$ cat config.mk
export PLATFORM = sky130hd
export DESIGN_NAME = pmem_byte_reader
export DESIGN_NICKNAME = d
export VERILOG_FILES = /design/src/rtl/pmr_pkg.sv /design/src/rtl/pmr_ctrl.sv /design/src/rtl/pmr_lane_sel.sv /design/src/rtl/pmr_z_update.sv /design/src/rtl/pmem_byte_reader.sv
export SDC_FILE = /design/constraint.sdc
export NUM_CORES = 1
export LEC_CHECK = 0
export ABC_AREA = 1
export BUFFER_PORTS_ARGS = -buffer_cell sky130_fd_sc_hd__buf_2
export CAP_MARGIN = 15
export CELL_PAD_IN_SITES_DETAIL_PLACEMENT = 0
export CELL_PAD_IN_SITES_GLOBAL_PLACEMENT = 1
export CORE_MARGIN = 3
export CORE_UTILIZATION = 29
export CTS_CLUSTER_DIAMETER = 100
export DETAILED_ROUTE_END_ITERATION = 10
export PLACE_DENSITY = 0.86
export SLEW_MARGIN = 20
export SYNTH_ARGS = -nofsm -noshare
export SYNTH_HDL_FRONTEND = slang
export SYNTH_SLANG_ARGS = --single-unit
$ cat constraint.sdc
create_clock -name clk -period 1.4 [get_ports clk]
set_input_delay 0.28 -clock clk [delete_from_list [all_inputs] [get_ports clk]]
set_output_delay 0.28 -clock clk [all_outputs]
set_load 0.005 [all_outputs]
$ cat src/rtl/pmr_pkg.sv
// Shared definitions for the program memory byte reader.
// Assumes: nothing beyond IEEE 1800-2017 enum support.
package pmr_pkg;
    typedef enum logic [1:0] {
        ST_IDLE  = 2'd0,
        ST_READ  = 2'd1,
        ST_WAIT  = 2'd2,
        ST_WBACK = 2'd3
    } pmr_state_e;
endpackage

$ cat src/rtl/pmr_ctrl.sv
// Sequencer: idle -> read -> wait -> write-back -> idle.
// Assumes: start is honoured only in idle; the memory answers one cycle
// after the read request.
module pmr_ctrl
    import pmr_pkg::*;
(
    input  logic clk,
    input  logic rst_n,
    input  logic start_i,
    output logic launch_o,
    output logic capture_o,
    output logic read_o,
    output logic wback_o,
    output logic busy_o
);
    pmr_state_e state_q, state_d;

    // Next-state selection; a start outside idle falls through unused.
    always_comb begin
        state_d = state_q;
        unique case (state_q)
            ST_IDLE:  if (start_i) state_d = ST_READ;
            ST_READ:  state_d = ST_WAIT;
            ST_WAIT:  state_d = ST_WBACK;
            ST_WBACK: state_d = ST_IDLE;
            default:  state_d = ST_IDLE;
        endcase
    end

    // State register with synchronous active-low reset.
    always_ff @(posedge clk) begin
        if (!rst_n) state_q <= ST_IDLE;
        else        state_q <= state_d;
    end

    // Decoded controls for the datapath and the ports.
    always_comb begin
        launch_o  = (state_q == ST_IDLE) && start_i;
        read_o    = (state_q == ST_READ);
        capture_o = (state_q == ST_WAIT);
        wback_o   = (state_q == ST_WBACK);
        busy_o    = (state_q != ST_IDLE);
    end
endmodule

$ cat src/rtl/pmr_lane_sel.sv
// Byte lane selector: splits a memory word into lanes and returns the
// lane named by the low address bits; lane 0 is the least significant.
// Assumes: WORD_W is a multiple of BYTE_W with at least two lanes.
module pmr_lane_sel #(
    parameter int WORD_W = 16,
    parameter int BYTE_W = 8,
    localparam int LANES  = WORD_W / BYTE_W,
    localparam int LANE_W = $clog2(LANES)
) (
    input  logic [WORD_W-1:0] word_i,
    input  logic [LANE_W-1:0] lane_i,
    output logic [BYTE_W-1:0] byte_o
);
    logic [BYTE_W-1:0] lanes [LANES];

    for (genvar g = 0; g < LANES; g++) begin : g_lane
        assign lanes[g] = word_i[g*BYTE_W +: BYTE_W];
    end

    // Pick the addressed lane.
    always_comb byte_o = lanes[lane_i];
endmodule

$ cat src/rtl/pmr_z_update.sv
// Pointer advance: adds one modulo 2**Z_W, so the top value wraps to zero.
// Assumes: the caller decides whether the result is written back.
module pmr_z_update #(
    parameter int Z_W = 16
) (
    input  logic [Z_W-1:0] z_i,
    output logic [Z_W-1:0] z_next_o
);
    // Modular increment; the carry out is dropped on purpose.
    always_comb z_next_o = z_i + Z_W'(1);
endmodule

$ cat src/rtl/pmem_byte_reader.sv
// Top: reads one byte from word-organised program memory using a byte
// pointer; optionally returns the advanced pointer.
// Assumes: synchronous memory with one cycle of read latency; z_o is
// meaningful only while z_we_o is high.
module pmem_byte_reader #(
    parameter int Z_W    = 16,
    parameter int WORD_W = 16,
    parameter int BYTE_W = 8,
    parameter int IDX_W  = 5,
    localparam int LANE_W = $clog2(WORD_W / BYTE_W),
    localparam int ADDR_W = Z_W - LANE_W
) (
    input  logic              clk,
    input  logic              rst_n,
    input  logic              start_i,
    input  logic [Z_W-1:0]    z_i,
    input  logic [IDX_W-1:0]  dst_i,
    input  logic              post_inc_i,
    input  logic              imp_r0_i,
    output logic              mem_rd_o,
    output logic [ADDR_W-1:0] mem_addr_o,
    input  logic [WORD_W-1:0] mem_rdata_i,
    output logic              busy_o,
    output logic              rf_we_o,
    output logic [IDX_W-1:0]  rf_idx_o,
    output logic [BYTE_W-1:0] rf_data_o,
    output logic              z_we_o,
    output logic [Z_W-1:0]    z_o
);
    logic              launch, capture, read_st, wback;
    logic [Z_W-1:0]    z_q;
    logic [IDX_W-1:0]  idx_q;
    logic              inc_q;
    logic [BYTE_W-1:0] byte_q, byte_sel;
    logic [Z_W-1:0]    z_next;

    pmr_ctrl ctrl_i (
        .clk       (clk),
        .rst_n     (rst_n),
        .start_i   (start_i),
        .launch_o  (launch),
        .capture_o (capture),
        .read_o    (read_st),
        .wback_o   (wback),
        .busy_o    (busy_o)
    );

    pmr_lane_sel #(.WORD_W(WORD_W), .BYTE_W(BYTE_W)) lane_i (
        .word_i (mem_rdata_i),
        .lane_i (z_q[LANE_W-1:0]),
        .byte_o (byte_sel)
    );

    pmr_z_update #(.Z_W(Z_W)) zinc_i (
        .z_i      (z_q),
        .z_next_o (z_next)
    );

    // Operand capture at the accepting edge; implied form forces index 0.
    always_ff @(posedge clk) begin
        if (!rst_n) begin
            z_q   <= '0;
            idx_q <= '0;
            inc_q <= 1'b0;
        end else if (launch) begin
            z_q   <= z_i;
            idx_q <= imp_r0_i ? '0 : dst_i;
            inc_q <= post_inc_i;
        end
    end

    // Byte capture in the cycle the memory word is valid.
    always_ff @(posedge clk) begin
        if (!rst_n)       byte_q <= '0;
        else if (capture) byte_q <= byte_sel;
    end

    // Port drive.
    always_comb begin
        mem_rd_o   = read_st;
        mem_addr_o = z_q[Z_W-1:LANE_W];
        rf_we_o    = wback;
        rf_idx_o   = idx_q;
        rf_data_o  = byte_q;
        z_we_o     = wback && inc_q;
        z_o        = z_next;
    end
endmodule

==> metrics.md, run 1 <==
| Metric | Value |
|---|---|
| Run status | complete, but fails checks |
| Violated checks | setup timing |
| Clk_lat worst skew | 0.28 ns |
| TritonCTS clock tree | yes |
| Critical Path End Type | primary output |
| Library cells used by synthesis | 23 |
| Asr flop ratio synth | 0% |
| Final HPWL DP | 3.77 mm |
| Die area | ~6600 sq um |
| Mapped Area | 1650 sq um |
| Vias per Instance | 4.60 |
| IO Pins | 90 |
| Net count, final | 390 |
| Wire per inst | 12.1 um |
| Slew headroom | between 80% and 90% |
| Avg Cell Area, Syn | 7.01 sq um |
| Main synth FF type | dfxtp_1 |
| Final WL | 5.00 mm |
| # clock sinks | 32 |
| MaxCap Viol Count | 0 |
| Hold Path Class | input pin to flip-flop |
| Post-route setup slack | -0.244 ns |
| Total track usage | 15.0% |
| WHS Path Cells | 3 |
| H-tree level count | 2 |
| Largest net degree at the start of global routing | 29 |
| Largest cells by area after synthesis | dfxtp_1, nand2_1, nor2_1 |
| CTS buffer count | 5 |
| Fillers | 540 |
| Setup CP Type | flip-flop to primary output |
| Multi-input logic area | 958 sq um |
| Count leader, synth | nand2_1 |
| Reg-to-Reg End | z_q[3] |
| Final GP Congestion | around 0.82 |
| Hold_sp | z_i[2] |
| Power Density | 1610 nW/um^2 |
| Worst Skew | 0.00550 ns |
| Fin. Hold Viols | 0 |
| Final setup viols | 14 |
| Startpoint Class | flip-flop |
| Vias post-DR | 1901 |
| LEAKAGE | 0.00127 uW |
| R2r worst-path depth | 6 |
| Cell internal pwr | 2510 uW |
| Worst-Margin Slew | a little under 0.3 ns |
| Overflow after GRT | 0 |
| Initial antenna violation count | 0 |
| Synth Warn # | 0 |
| Port Buf Inserts | 89 |
| Max Slew Vio Count | 0 |
| Fin Hold WS | 0.242 ns |
| R2R Path Start | ctrl_i.state_q[1] |
| Initial drt markers | 80 |
| Starting Density | between 30% and 40% |
| CP arrival | between 1 and 1.5 ns |
| Hold buffers post-CTS | 0 |
| Die W | roughly 80 um |
| Clock buffer depth | 2 |
| Peak supply drop | 0.713 mV |
| Core ar. | 5300 sq um |
| Sequential share of power | 36.7% |
| Area grow syn2layout | 54.2% |
| Switching share of power | 38.8% |
| Crit-path max FO | 3 |
| Share of layout cells above drive strength 1 | 48.1% |
| CTS clk-pin slew, worst paths | 0.07 ns |
| Required time worst endpoint | 1.12 ns |
| Hold EP | z_q[2] |
| Max Fclk | roughly 610 MHz |
| Vias in the first global route | 1715 |
| P_sw | 1590 uW |
| Remaining DRCs | 0 |
| Cell taking the most area after synthesis | dfxtp_1 |
| Post-synth top area share | 38.9% |
| Post-synth EDFFs | 0 |
| Register Area | 667 sq um |
| Seq cells post-synth | 32 |
| Design Area, Final | about 2500 sq um |
| Sequential share of the synthesized area | 38.9% |
| Global-route wire length before repair | ~7.6 mm |
| Clock power frac | 16.5% |
| Antenna fix cells | 0 |
| R2r setup slk | ~0.14 ns |
| DRT Pass-1 Iters | 4 |
| Comb pwr share | 46.8% |
| Die H | 81.4 um |
| Routed Antenna Nets | 0 |
| Crit path time final | 1.64 ns |
| RSZ-0062 raised after global routing | yes |
| Row cnt | 26 |
| Net count after synthesis | 282 |
| Root Buffer | clkbuf_8 |
| Cells after Synth | 235 |
| Top cells by count, synth | nand2_1, dfxtp_1, nor2_1 |
| Placed instance area | 2270 sq um |
| Period Utilization, post-route | 117% |
[metrics by stage]
stage               cells  total power, uW  setup TNS, ns  setup WS [ns]  util (%)
floorplan             235             2360              0         0.0568         -
global placement      402             3190              0         0.0347      42.9
detailed placement    402             3210              0         0.0123      42.9
CTS                   412             4060          -2.50         -0.235      47.0
global route          413             4440          -3.52         -0.351      47.9
finish                413             4090          -2.28         -0.244      47.9
[power groups by stage]
stage,Clock (uW),Combinational (uW),Sequential (uW)
3_3_place_gp,0,1760,1440
4_1_cts,699,1870,1490
3_5_place_dp,0,1770,1440
2_1_floorplan,0,896,1460
6_report,676,1910,1500
5_1_grt,744,2160,1530
[layer usage]
layer  track usage, %  vias up  share of wire [%]
li1                 -      972                  -
met1             17.4      849                 43
met2             25.5       70                 47
met3             4.55       10                8.4
met4             6.25        0                1.7
met5                0        -                  0
[state kept, by name, summed over array words and instances (netlist names)]
name            count
ctrl_i.state_q      2
inc_q               1
rf_data_o           8
rf_idx_o            5
z_q                16
[cell type report]
class | count | area share [%]
clock buffers | 6 | 2.86
clock inverters | 1 | 0.197
inverters | 25 | 3.99
multi-input cells | 167 | 37.7
flip-flops and latches | 32 | 26.2
well taps | 70 | 3.45
repair buffers | 112 | 25.6
[worst max-delay path by stage]
stage,startpoint,endpoint,slack [ns]
6_report,z_q[1],z_o[14],-0.24
3_5_place_dp,z_q[0],z_o[14],0.01
5_1_grt,z_q[1],z_o[9],-0.35
4_1_cts,z_q[0],z_o[11],-0.23
2_1_floorplan,z_q[1],z_o[14],0.06
3_3_place_gp,z_q[1],z_o[14],0.03
[worst max-delay path: stages (launching register included)]
cell	delay (ns)
dfxtp_4	0.37
ha_4	0.15
nand3_4	0.10
nor2_4	0.13
nand3_2	0.08
nand2_1	0.08
nand2_1	0.05
buf_2	0.12
[cell families after synthesis]
family	share of synthesized area, %
buffers and inverters	9.49
AO/OA/AOI/OAI	14.6
XOR/XNOR	3.72
adder cells (fa/ha/maj)	3.80
AND/OR/NAND/NOR	29.5
flip-flops	38.9
[timing repair]
action / CTS / global route
endpoints found under the setup margin: 15 / 39
pin swaps: 14 / 9
setup buffers: 3 / 2
resized for setup: 37 / 17
[cells in the final DEF, fill, tap and decap left out, drive strengths merged]
cell type	instances
nand2	54
clkinv	1
xnor2	3
buf	112
nand3b	1
nor2	33
o21ai	21
nand3	19
ha	5
inv	25
o211ai	8
dfxtp	32
nand4	4
a21oi	15
clkbuf	6
xor2	4
No activity file was read; power rests on OpenSTA's default activity.
==> run 2, diff against run 1 <==
Settings changed: CORE_UTILIZATION 29 to 32, GPL_TIMING_DRIVEN set to 1, PLACE_DENSITY 0.86 to 0.79, SYNTH_HIERARCHICAL set to 1.
==> metrics.md, run 2 <==
| Metric | Value |
|---|---|
| CP dominant cell by count | nand2_1 |
| Row cnt | 27 (+3.8%) |
| Fillers | 584 (+8.1%) |
| Max Fclk | 620 MHz (+1.9%) |
| Wire per inst | 11.3 um (-6.8%) |
| Startpoint Class | flip-flop |
| Cell taking the most area after synthesis | dfxtp_1 |
| Period Utilization, post-route | 115% (-2.2 points) |
| Post-synth EDFFs | 0 (unchanged) |
| RSZ-0062 raised after global routing | yes |
| Final HPWL DP | 3.89 mm (+3.1%) |
| Hold Path Class | input pin to flip-flop |
| Most common cell after layout, fill and taps aside | buf_2 |
| Total power | 4090 uW (-0.14%) |
| P_sw | 1580 uW (-0.61%) |
| CP cell instances | buf_4 > inv_2 > nor2_4 > nand2_4 > clkinv_2 > nand2_1 > nand2_1 > nand2_1 > buf_2 |
| Vias post-DR | 1892 (-0.47%) |
| Power Density | 1500 nW/um^2 (-6.8%) |
| Initial drt markers | 50 (-38%) |
| Post-synth top area share | 33.4% (-5.5 points) |
| Top cells by count, synth | nand2_1, nor2_1, dfxtp_1 |
| Worst Setup SP | z_q[0] |
| Global-route wire length before repair | 8.33 mm (+10%) |
| MaxCap Viol Count | 0 (unchanged) |
| Hold buffers post-CTS | 0 (unchanged) |
| Clk_lat worst skew | 0.27 ns (about the same) |
| Root Buffer | clkbuf_8 |
| Count leader, synth | nand2_1 |
| Register Area | 674 sq um (+1.1%) |
| Cells after Synth | 270 (+15%) |
| Library cells used by synthesis | 23 (unchanged) |
| Critical Path End Type | primary output |
| R2r setup slk | 0.17 ns (+0.03 ns) |
| Port Buf Inserts | 89 (unchanged) |
| Run status | complete, but fails checks |
| Max reg flops | 16 (unchanged) |
| Comb pwr share | 48.6% (+1.8 points) |
| Fin. Hold Viols | 0 (unchanged) |
| Antenna fix cells | 0 (unchanged) |
| Biggest register | z_q |
| Crit-path max FO | 6 (+3) |
| Peak supply drop | 0.720 mV (+1.1%) |
| Main synth FF type | dfxtp_1 |
| Worst Skew | 0.00504 ns (-0.000460 ns) |
| Sequential share of power | 35.5% (-1.2 points) |
| Crit path time final | 1.61 ns (-0.0308 ns) |
| Clock power frac | 15.8% (-0.7 points) |
| DRT Pass-1 Iters | 4 (unchanged) |
| Sequential share of the synthesized area | 33.4% (-5.5 points) |
| IO Pins | 90 (unchanged) |
| Share of layout cells above drive strength 1 | 53.9% (+5.8 points) |
| Avg Cell Area, Syn | 7.10 sq um (+1.3%) |
| TritonCTS clock tree | yes |
| Largest net degree at the start of global routing | 20 (-31%) |
| Mapped Area | 1920 sq um (+16%) |
| Net count after synthesis | 318 (+13%) |
| CP arrival | 1.33 ns (-0.03 ns) |
| Switching share of power | 38.6% (-0.18 points) |
| Asr flop ratio synth | 0% (unchanged) |
| H-tree level count | 2 (unchanged) |
| Cell family with most CP delay | flip-flops |
| Seq cells post-synth | 32 (unchanged) |
| LEAKAGE | 0.00143 uW (+12%) |
| Vias per Instance | 4.27 (-7.2%) |
| Fin Setup TNS | -2.24 ns (+0.0388 ns) |
| Post-route setup slack | -0.213 ns (+0.0308 ns) |
| Crit-path max cell delay | 0.36 ns (about the same) |
| Hold_sp | post_inc_i |
| # clock sinks | 32 (unchanged) |
| Routed Antenna Nets | 0 (unchanged) |
| Cell internal pwr | 2510 uW (+0.16%) |
| Worst-Margin Slew | 0.320 ns (+0.0229 ns) |
| Final GP Congestion | 0.791 (-3.8%) |
| Starting Density | 34.0% (+2.9 points) |
| Max Slew Vio Count | 0 (unchanged) |
| CTS clk-pin slew, worst paths | 0.06 ns (about the same) |
| Area grow syn2layout | 41.9% |
| Final setup viols | 14 (unchanged) |
| Largest cells by area after synthesis | dfxtp_1, nand2_1, nor2_1 |
| Die W | 83.4 um (+2.5%) |
| Vias in the first global route | 1830 (+6.7%) |
| Design Area, Final | 2720 sq um (+7.1%) |
| Synth Warn # | 6 (+6) |
| Slowest stage cell, crit path | dfxtp_4 |
| CTS buffer count | 5 (unchanged) |
| Remaining DRCs | 0 (unchanged) |
| Setup CP Type | flip-flop to primary output |
| Die H | 83.4 um (+2.5%) |
| Core ar. | 5640 sq um (+6.4%) |
| Violated checks | setup timing |
| Slew headroom | 78.7% (-1.5 points) |
| Initial antenna violation count | 0 (unchanged) |
| Net count, final | 419 (+7.4%) |
| Buf/Inv on CP | 4 (+3) |
| Fin Hold WS | 0.232 ns (-0.00978 ns) |
| Total track usage | 14.4% (-0.54 points) |
| Placed instance area | 2440 sq um (+7.4%) |
| Clock buffer depth | 2 (unchanged) |
| Multi-input logic area | 1120 sq um (+17%) |
| Commonest non-fill, non-tap cells in the layout | buf_2, nand2_1, nor2_1 |
| Overflow after GRT | 0 (unchanged) |
| Final WL | 5.01 mm (about the same) |
| Required time worst endpoint | 1.12 ns (about the same) |
| R2R Path Start | ctrl_i/state_q[0] |
| Die area | 6960 sq um (+5.1%) |
## run 2: through the flow
| stage | util, % | cells | setup WS (ns) |
|---|---|---|---|
| 2_1_floorplan | - | 270 | 0.0876 |
| 3_3_place_gp | 43.3 | 432 | 0.0274 |
| 3_5_place_dp | 43.3 | 432 | -0.0241 |
| 4_1_cts | 46.7 | 440 | -0.221 |
| 5_1_grt | 48.3 | 443 | -0.289 |
| 6_report | 48.3 | 443 | -0.213 |
## run 2: kinds of logic (layout without fill, tap and decap cells)
group,count (synthesis),count (layout),synth area share [%]
and+or+nand+nor,148,148,36.3
buffers and inverters,44,145,14.5
AOI/OAI and AO/OA,33,33,8.61
DFF,32,32,33.4
xor gates and xnor gates,7,7,3.20
adders and majority gates,6,6,3.91
## run 2: layout make-up
| class | instances | area share [%] |
|---|---|---|
| multi-input cells | 194 | 41.2 |
| flip-flops and latches | 32 | 24.8 |
| repair buffers | 116 | 24.7 |
| well taps | 72 | 3.31 |
| inverters | 22 | 3.17 |
| clock buffers | 6 | 2.67 |
| clock inverters | 1 | 0.184 |
## run 2: worst paths after layout
path | endpoint | cells after the start
setup / recovery | z_o[11] | 9
hold / removal | inc_q | 3
setup reg to reg | z_q[5] | 8
hold reg to reg | rf_idx_o[4] | 2
## run 2: power groups by stage
stage	logic [uW]	registers, uW	clock network, uW
3_5_place_dp	1840	1400	0
5_1_grt	2250	1500	708
6_report	1990	1450	648
2_1_floorplan	1170	1410	0
3_3_place_gp	1830	1390	0
4_1_cts	1940	1420	685
## run 2: per-layer routing
layer / wire length (um) / GRT usage, %
met1: 2410 / 18.5
met2: 2250 / 24.1
met3: 273 / 2.98
met4: 72 / 4.82
met5: 0 / 0
## run 2: timing repair
action / in CTS / in global routing
gates resized for setup: 33 / 22
pin swaps: 13 / 9
endpoints found under the setup margin: 15 / 42
buffers inserted: 1 / 3
## run 2: tightest hold or removal path, delay by kind of cell
family	cells	cell delay, ns
buf+inv	1	0.08
simple gates	2	0.11
